[config.mk]
export PLATFORM = sky130hd
export DESIGN_NAME = ser_char_tx
export DESIGN_NICKNAME = d
export VERILOG_FILES = /design/src/rtl/ser_tx_pkg.sv /design/src/rtl/ser_tx_hold.sv /design/src/rtl/ser_tx_frame.sv /design/src/rtl/ser_tx_seq.sv /design/src/rtl/ser_char_tx.sv
export SDC_FILE = /design/constraint.sdc
export NUM_CORES = 1
export LEC_CHECK = 0
export BUFFER_PORTS_ARGS = -buffer_cell sky130_fd_sc_hd__buf_2
export CORE_MARGIN = 1.5
export CORE_UTILIZATION = 54
export CTS_BUF_LIST = sky130_fd_sc_hd__clkbuf_4 sky130_fd_sc_hd__clkbuf_8
export CTS_CLUSTER_SIZE = 28
export DETAILED_ROUTE_END_ITERATION = 8
export PLACE_DENSITY = 0.73
export SLEW_MARGIN = 20
export SYNTH_ARGS = -nofsm -noshare
export SYNTH_HDL_FRONTEND = slang
export SYNTH_HIERARCHICAL = 1
export SYNTH_SLANG_ARGS = --single-unit
[constraint.sdc]
create_clock -name clk -period 5.24 [get_ports clk]
set_input_delay 0.524 -clock clk [delete_from_list [all_inputs] [get_ports clk]]
set_output_delay 0.524 -clock clk [all_outputs]
set_load 0.05 [all_outputs]
[src/rtl/ser_tx_pkg.sv]
package ser_tx_pkg;
   localparam int DATA_W  = 9;               // widest character
   localparam int FRAME_W = DATA_W + 2;      // start + data + parity
   localparam int NBIT_W  = $clog2(FRAME_W + 1);

   typedef enum logic [1:0] {
      ST_IDLE  = 2'd0,
      ST_SHIFT = 2'd1,
      ST_TAIL  = 2'd2
   } tx_state_t;

   localparam logic [2:0] PAR_EVEN  = 3'd0;
   localparam logic [2:0] PAR_ODD   = 3'd1;
   localparam logic [2:0] PAR_ZERO  = 3'd2;
   localparam logic [2:0] PAR_ONE   = 3'd3;
endpackage

[src/rtl/ser_tx_hold.sv]
module ser_tx_hold
   import ser_tx_pkg::*;
(
   input  logic              clk,
   input  logic              rst_n,
   input  logic              srst,
   input  logic              wr,
   input  logic [DATA_W-1:0] wdata,
   input  logic              take,
   output logic              full,
   output logic [DATA_W-1:0] data
);
   always_ff @(posedge clk or negedge rst_n) begin
      if (!rst_n) begin
         full <= 1'b0;
         data <= '0;
      end else if (srst) begin
         full <= 1'b0;
      end else if (take) begin
         full <= 1'b0;
      end else if (wr && !full) begin
         full <= 1'b1;
         data <= wdata;
      end
   end

   AST_WR_WHILE_FULL_IGNORED: assert property (@(posedge clk) disable iff (!rst_n)
      (full && wr && !take && !srst) |=> (full && $stable(data)));
   AST_SRST_EMPTIES_HOLD: assert property (@(posedge clk) disable iff (!rst_n)
      srst |=> !full);
endmodule

[src/rtl/ser_tx_frame.sv]
module ser_tx_frame
   import ser_tx_pkg::*;
(
   input  logic [DATA_W-1:0]  data,
   input  logic               nine,
   input  logic [1:0]         len,
   input  logic [2:0]         parity,
   input  logic               msb_first,
   output logic [FRAME_W-1:0] frame,
   output logic [NBIT_W-1:0]  nbits
);
   logic [3:0]        n_data;
   logic [DATA_W-1:0] ordered;
   logic              ones;
   logic              has_par;
   logic              par_bit;

   assign n_data  = nine ? 4'd9 : (4'd5 + {2'b00, len});
   assign has_par = (parity < 3'd4);

   always_comb begin
      ones    = 1'b0;
      ordered = '0;
      for (int i = 0; i < DATA_W; i++) begin
         if (i < int'(n_data)) begin
            ones ^= data[i];
            ordered[i] = msb_first ? data[int'(n_data) - 1 - i] : data[i];
         end
      end
      case (parity)
         PAR_EVEN: par_bit = ones;
         PAR_ODD:  par_bit = ~ones;
         PAR_ZERO: par_bit = 1'b0;
         PAR_ONE:  par_bit = 1'b1;
         default:  par_bit = 1'b1;
      endcase
   end

   always_comb begin
      frame = '0;                      // bit 0 is the start bit (0)
      for (int i = 0; i < DATA_W; i++)
         if (i < int'(n_data)) frame[i + 1] = ordered[i];
      if (has_par) frame[n_data + 4'd1] = par_bit;
      nbits = NBIT_W'(n_data) + NBIT_W'(1) + NBIT_W'(has_par);
   end
endmodule

[src/rtl/ser_tx_seq.sv]
module ser_tx_seq
   import ser_tx_pkg::*;
#(
   parameter int OVERSAMPLE = 16,
   parameter int GUARD_W    = 8
) (
   input  logic               clk,
   input  logic               rst_n,
   input  logic               tick,
   input  logic               srst,
   input  logic               enabled,
   input  logic               hold_full,
   input  logic [FRAME_W-1:0] frame,
   input  logic [NBIT_W-1:0]  nbits,
   input  logic               sync_mode,
   input  logic [1:0]         stop_sel,
   input  logic [GUARD_W-1:0] guard,
   output logic               take,
   output logic               idle,
   output logic               txd
);
   localparam int TAIL_MAX = 2 * OVERSAMPLE + ((1 << GUARD_W) - 1) * OVERSAMPLE;
   localparam int TW       = $clog2(TAIL_MAX + 1);
   localparam logic [TW-1:0] OS_T   = TW'(OVERSAMPLE);
   localparam logic [TW-1:0] OS_15T = TW'(OVERSAMPLE + OVERSAMPLE / 2);
   localparam logic [TW-1:0] OS_2T  = TW'(2 * OVERSAMPLE);

   tx_state_t          st;
   logic [TW-1:0]      tcnt;
   logic [NBIT_W-1:0]  left;
   logic [FRAME_W-1:0] sr;
   logic [TW-1:0]      bit_ticks, stop_ticks, tail_ticks;

   always_comb begin
      bit_ticks = sync_mode ? TW'(1) : OS_T;
      if (sync_mode)
         stop_ticks = (stop_sel == 2'd0) ? TW'(1) : TW'(2);
      else if (stop_sel == 2'd0)
         stop_ticks = OS_T;
      else if (stop_sel == 2'd1)
         stop_ticks = OS_15T;
      else
         stop_ticks = OS_2T;
      tail_ticks = stop_ticks + TW'(guard) * bit_ticks;
   end

   assign idle = (st == ST_IDLE);
   assign take = tick && enabled && hold_full &&
                 ((st == ST_IDLE) || ((st == ST_TAIL) && (tcnt == '0)));

   always_ff @(posedge clk or negedge rst_n) begin
      if (!rst_n) begin
         st   <= ST_IDLE;
         txd  <= 1'b1;
         tcnt <= '0;
         left <= '0;
         sr   <= '0;
      end else if (srst) begin
         st   <= ST_IDLE;
         txd  <= 1'b1;
         tcnt <= '0;
         left <= '0;
      end else if (take) begin
         st   <= ST_SHIFT;
         txd  <= frame[0];
         sr   <= {1'b0, frame[FRAME_W-1:1]};
         left <= nbits - NBIT_W'(1);
         tcnt <= bit_ticks - TW'(1);
      end else if (tick) begin
         case (st)
            ST_SHIFT: begin
               if (tcnt != '0) begin
                  tcnt <= tcnt - TW'(1);
               end else if (left != '0) begin
                  txd  <= sr[0];
                  sr   <= {1'b0, sr[FRAME_W-1:1]};
                  left <= left - NBIT_W'(1);
                  tcnt <= bit_ticks - TW'(1);
               end else begin
                  txd  <= 1'b1;
                  st   <= ST_TAIL;
                  tcnt <= tail_ticks - TW'(1);
               end
            end
            ST_TAIL: begin
               if (tcnt != '0) tcnt <= tcnt - TW'(1);
               else            st   <= ST_IDLE;
            end
            default: st <= ST_IDLE;
         endcase
      end
   end

   AST_IDLE_LINE_HIGH: assert property (@(posedge clk) disable iff (!rst_n)
      (st == ST_IDLE) |-> txd);
   AST_START_BIT_LOW: assert property (@(posedge clk) disable iff (!rst_n)
      (take && !srst) |=> !txd);
   AST_OFF_STAYS_QUIET: assert property (@(posedge clk) disable iff (!rst_n)
      (!enabled && st == ST_IDLE) |=> (st == ST_IDLE));
   AST_SRST_LINE_HIGH: assert property (@(posedge clk) disable iff (!rst_n)
      srst |=> (txd && st == ST_IDLE));
endmodule

[src/rtl/ser_char_tx.sv]
module ser_char_tx
   import ser_tx_pkg::*;
#(
   parameter int OVERSAMPLE = 16,
   parameter int GUARD_W    = 8
) (
   input  logic               clk,
   input  logic               rst_n,
   input  logic               bit_tick,
   input  logic               tx_enable,
   input  logic               tx_disable,
   input  logic               tx_soft_rst,
   input  logic               cfg_sync,
   input  logic               cfg_nine,
   input  logic [1:0]         cfg_len,
   input  logic [2:0]         cfg_parity,
   input  logic               cfg_msb_first,
   input  logic [1:0]         cfg_stop,
   input  logic [GUARD_W-1:0] cfg_guard,
   input  logic               hold_wr,
   input  logic [8:0]         hold_data,
   output logic               hold_ready,
   output logic               tx_empty,
   output logic               txd
);
   generate
      if (OVERSAMPLE < 2 || (OVERSAMPLE % 2) != 0) begin : g_bad_os
         $error("OVERSAMPLE must be an even value of at least 2");
      end
      if (GUARD_W < 1 || GUARD_W > 12) begin : g_bad_guard
         $error("GUARD_W must lie in 1..12");
      end
   endgenerate

   logic               en_q, dis_pend;
   logic               hold_full, take, seq_idle;
   logic [DATA_W-1:0]  held;
   logic [FRAME_W-1:0] frame;
   logic [NBIT_W-1:0]  nbits;

   always_ff @(posedge clk or negedge rst_n) begin
      if (!rst_n) begin
         en_q     <= 1'b0;
         dis_pend <= 1'b0;
      end else if (tx_soft_rst) begin
         dis_pend <= 1'b0;
      end else if (tx_disable) begin
         dis_pend <= en_q;
      end else if (tx_enable) begin
         en_q     <= 1'b1;
         dis_pend <= 1'b0;
      end else if (dis_pend && seq_idle && !hold_full) begin
         en_q     <= 1'b0;
         dis_pend <= 1'b0;
      end
   end

   ser_tx_hold u_hold (
      .clk   (clk),
      .rst_n (rst_n),
      .srst  (tx_soft_rst),
      .wr    (hold_wr),
      .wdata (hold_data),
      .take  (take),
      .full  (hold_full),
      .data  (held)
   );

   ser_tx_frame u_frame (
      .data      (held),
      .nine      (cfg_nine),
      .len       (cfg_len),
      .parity    (cfg_parity),
      .msb_first (cfg_msb_first),
      .frame     (frame),
      .nbits     (nbits)
   );

   ser_tx_seq #(.OVERSAMPLE(OVERSAMPLE), .GUARD_W(GUARD_W)) u_seq (
      .clk       (clk),
      .rst_n     (rst_n),
      .tick      (bit_tick),
      .srst      (tx_soft_rst),
      .enabled   (en_q),
      .hold_full (hold_full),
      .frame     (frame),
      .nbits     (nbits),
      .sync_mode (cfg_sync),
      .stop_sel  (cfg_stop),
      .guard     (cfg_guard),
      .take      (take),
      .idle      (seq_idle),
      .txd       (txd)
   );

   assign hold_ready = !hold_full;
   assign tx_empty   = !hold_full && seq_idle;

   AST_OFF_ONLY_WHEN_DRAINED: assert property (@(posedge clk) disable iff (!rst_n)
      $fell(en_q) |-> $past(seq_idle && !hold_full));
endmodule

==> reports/metrics.yaml <==
outcome:
  status: "complete, no violations"
floorplan:
  core_mm2: 0.008299
  die_y_um: 95.86
  die_area_mm2: 0.009188
  fp-row-count: 33
  initial_core_util_pct: 56.10
  die_width_um: 95.86
  pin_count: 37
critical_path:
  crit_family: "simple AND/OR/NAND/NOR gates"
  cp_slowest_cell: "or4_1"
  r2r_setup_slack_ns: 1.40
  rr_startpoint: "u_seq/tcnt[0]"
  cp_max_fo: 26
  cp.depth: 10
  startpoint_type: "register"
  startpoint: "u_seq/tcnt[0]"
  critPathMaxStageDelay_ns: 0.78
  path_buf_inv: 2
  crit_arrival_ns: 4.03
  path_class: "reg -> reg"
  r2r_cells: 10
  worst_r2r_endpoint: "u_seq/left[2]"
  crit_end: "u_seq/left[2]"
  worst_path_most_repeated_cell: "ha_1"
  cp-end-kind: "register"
  crit_chain: "inv_1, ha_1, or4b_1, or4_1, a21o_1, clkinv_2, mux2i_1, ha_1, xnor2_1, a22o_1"
  crit_required_ns: 5.43
sta:
  fmax_ghz: 0.2603
  hold_viol: 0
  fin_crit_ns: 3.841
  hold_ws_ns: 0.3710
  final-setup-viol-count: 0
  timing.final.crit_share_pct: 73.31
  worst_pin_slew_ns: 1.014
  relSlewSlack_pct: 32.05
  setup_tns_ns: 0
  drv_slew: 0
  rsz0062_at_grt: "false"
  finClkSkew_ns: 0.007160
hold_path:
  hold_class: "in -> async"
clocking:
  cts_root_buf: "clkbuf_8"
  cts_resized: 0
  tritoncts: "yes"
  cts_made_buffers: 5
  hold_buffers: 0
  clockBufferDepth: 2
  post_cts_buffers: 0
  cts.sink_count: 42
  htreeDepth: 2
  clock_latency_ns: 0.30
  clkTransAtPathRegs_ns: 0.08
synthesis:
  synthCells: 547
  ys_types: 75
  syn-cell-area_mm2: 0.004656
  synth_most_common_cell: "nand2_1"
  yosys-top-cells-count: "nand2_1, ha_1, dfrtp_1, inv_1, nor2_1"
  synth-main-ff-cell: "dfrtp_1"
  avgSynthCellArea_um2: 8.511
  synth-edff-count: 0
  synth_top_area_share_pct: 22.04
  synth_nets: 630
  synthTopCellsByArea: "dfrtp_1, ha_1, nand2_1"
  synth_top_area_cell: "dfrtp_1"
  synthArstFlopShare_pct: 100.0
  yosys_warnings: 6
  ys_seq_elements: 42
  seq_area_frac_synth_pct: 22.60
global_routing:
  grt_use_total_pct: 24.15
  antenna_found_initial: 0
  grt_pass1_vias: 3771
  grt_pass1_wl_um: 17710
  grt_overflow_total: 0
  grt_max_degree: 43
routing:
  viasPerCell: 6.148
  vias: 4119
  wl_per_cell_um: 15.76
  drtIter0Drc: 299
  drc: 0
  first_pass_iters: 5
  routed_wl_um: 10560
  drtAntennaViolNets: 0
finish:
  area_growth_pct: 6.369
  filler_cell_count: 727
  layout-drive-gt1-share_pct: 15.58
  final_nets: 647
  antenna_cells: 0
place:
  numPortBuffers: 36
  dpl.hpwl_um: 8058
  gp_congestion: 0.9599
power_and_ir_drop:
  p_per_area_mw_per_mm2: 296.2
  leakage_nw: 2.328
  power_mw: 1.467
  irDropWorstVdd_uv: 206.7
flow_run:
  cap_violations: 0
[stage by stage]
stage / instance area [um2] / worst slack [ns] / util, % / instances
floorplan: 4656 / 1.735 / - / 547
global route: 4952 / 1.099 / 59.67 / 670
detailed placement: 4838 / 1.476 / 58.30 / 662
finish: 4952 / 1.399 / 59.67 / 670
global placement: 4838 / 1.572 / 58.30 / 662
CTS: 4952 / 1.450 / 59.67 / 670
[flip-flops by register name (all words and copies together), names as in the netlist]
name	flops
u_seq/tcnt	13
u_seq/txd	1
u_seq/sr	10
dis_pend	1
u_seq/left	4
u_hold/data	9
u_hold/full	1
en_q	1
u_seq/st	2
[report_power, final]
group,total [mW],internal (mW),switching (mW)
Clock,0.261,0.147,0.114
Sequential,0.442,0.374,0.0683
Combinational,0.763,0.336,0.427
[worst min path at each step]
stage	start	endpoint	slack, ns	cells past startpoint
floorplan	rst_n	dis_pend	0.23	0
global placement	u_seq/txd	u_seq/txd	0.45	2
detailed placement	u_seq/txd	u_seq/txd	0.45	2
CTS	rst_n	u_seq/sr[9]	0.40	1
global route	rst_n	u_hold/data[5]	0.45	1
finish	rst_n	u_hold/data[2]	0.37	1
[worst reg2reg max path: cells and delay by family, from the launching register on]
family          cells  cell delay, ns
simple gates        2            1.39
xor+xnor            1            0.08
mux                 1            0.29
fa+ha+maj           2            0.40
flops               1            0.42
compound gates      2            0.67
buf+inv             2            0.49
[final cells by class]
| class | count | area, um2 | area share, % |
|---|---|---|---|
| Sequential cell | 42 | 1052 | 21.25 |
| Clock inverter | 2 | 37.54 | 0.7580 |
| Clock buffer | 6 | 76.32 | 1.541 |
| Multi-Input combinational cell | 442 | 3331 | 67.26 |
| Timing Repair Buffer | 37 | 187.7 | 3.790 |
| Tap cell | 105 | 131.4 | 2.653 |
| Inverter | 36 | 136.4 | 2.754 |
[metal layers]
metal | global-route usage (%) | share of wire [%] | vias to the layer above
li1 | - | - | 1997
met1 | 32.68 | 45 | 1942
met2 | 40.20 | 47 | 157
met3 | 3.160 | 5.7 | 23
met4 | 6.863 | 2.0 | 0
met5 | 0 | 0 | -
[layout by cell type, fill, tap and decap left out, drive strengths merged, types with 6 or more instances in the layout]
cell type and count:
ha 45, xor2 10, nand3 12, a22o 6
dfrtp 41, nor2 34, mux2i 19, mux2 21
a21oi 25, o211ai 6, clkbuf 6, xnor2 17
nand2 64, nor3 17, nor2b 10, a21o 8
inv 35, a211oi 8, nand2b 18, buf 37
o21ai 29, nor4 8
[cell families after synthesis]
logic type / after synthesis / synth area share, %
AO/OA/AOI/OAI: 119 / 17.42
XOR/XNOR: 27 / 5.402
adder cells (fa/ha/maj): 49 / 13.81
buffers and inverters: 63 / 5.993
flip-flops: 42 / 22.60
multiplexers: 45 / 11.99
other: 1 / 0.08055
AND/OR/NAND/NOR: 201 / 22.71
No activity file was read; power rests on OpenSTA's default activity.
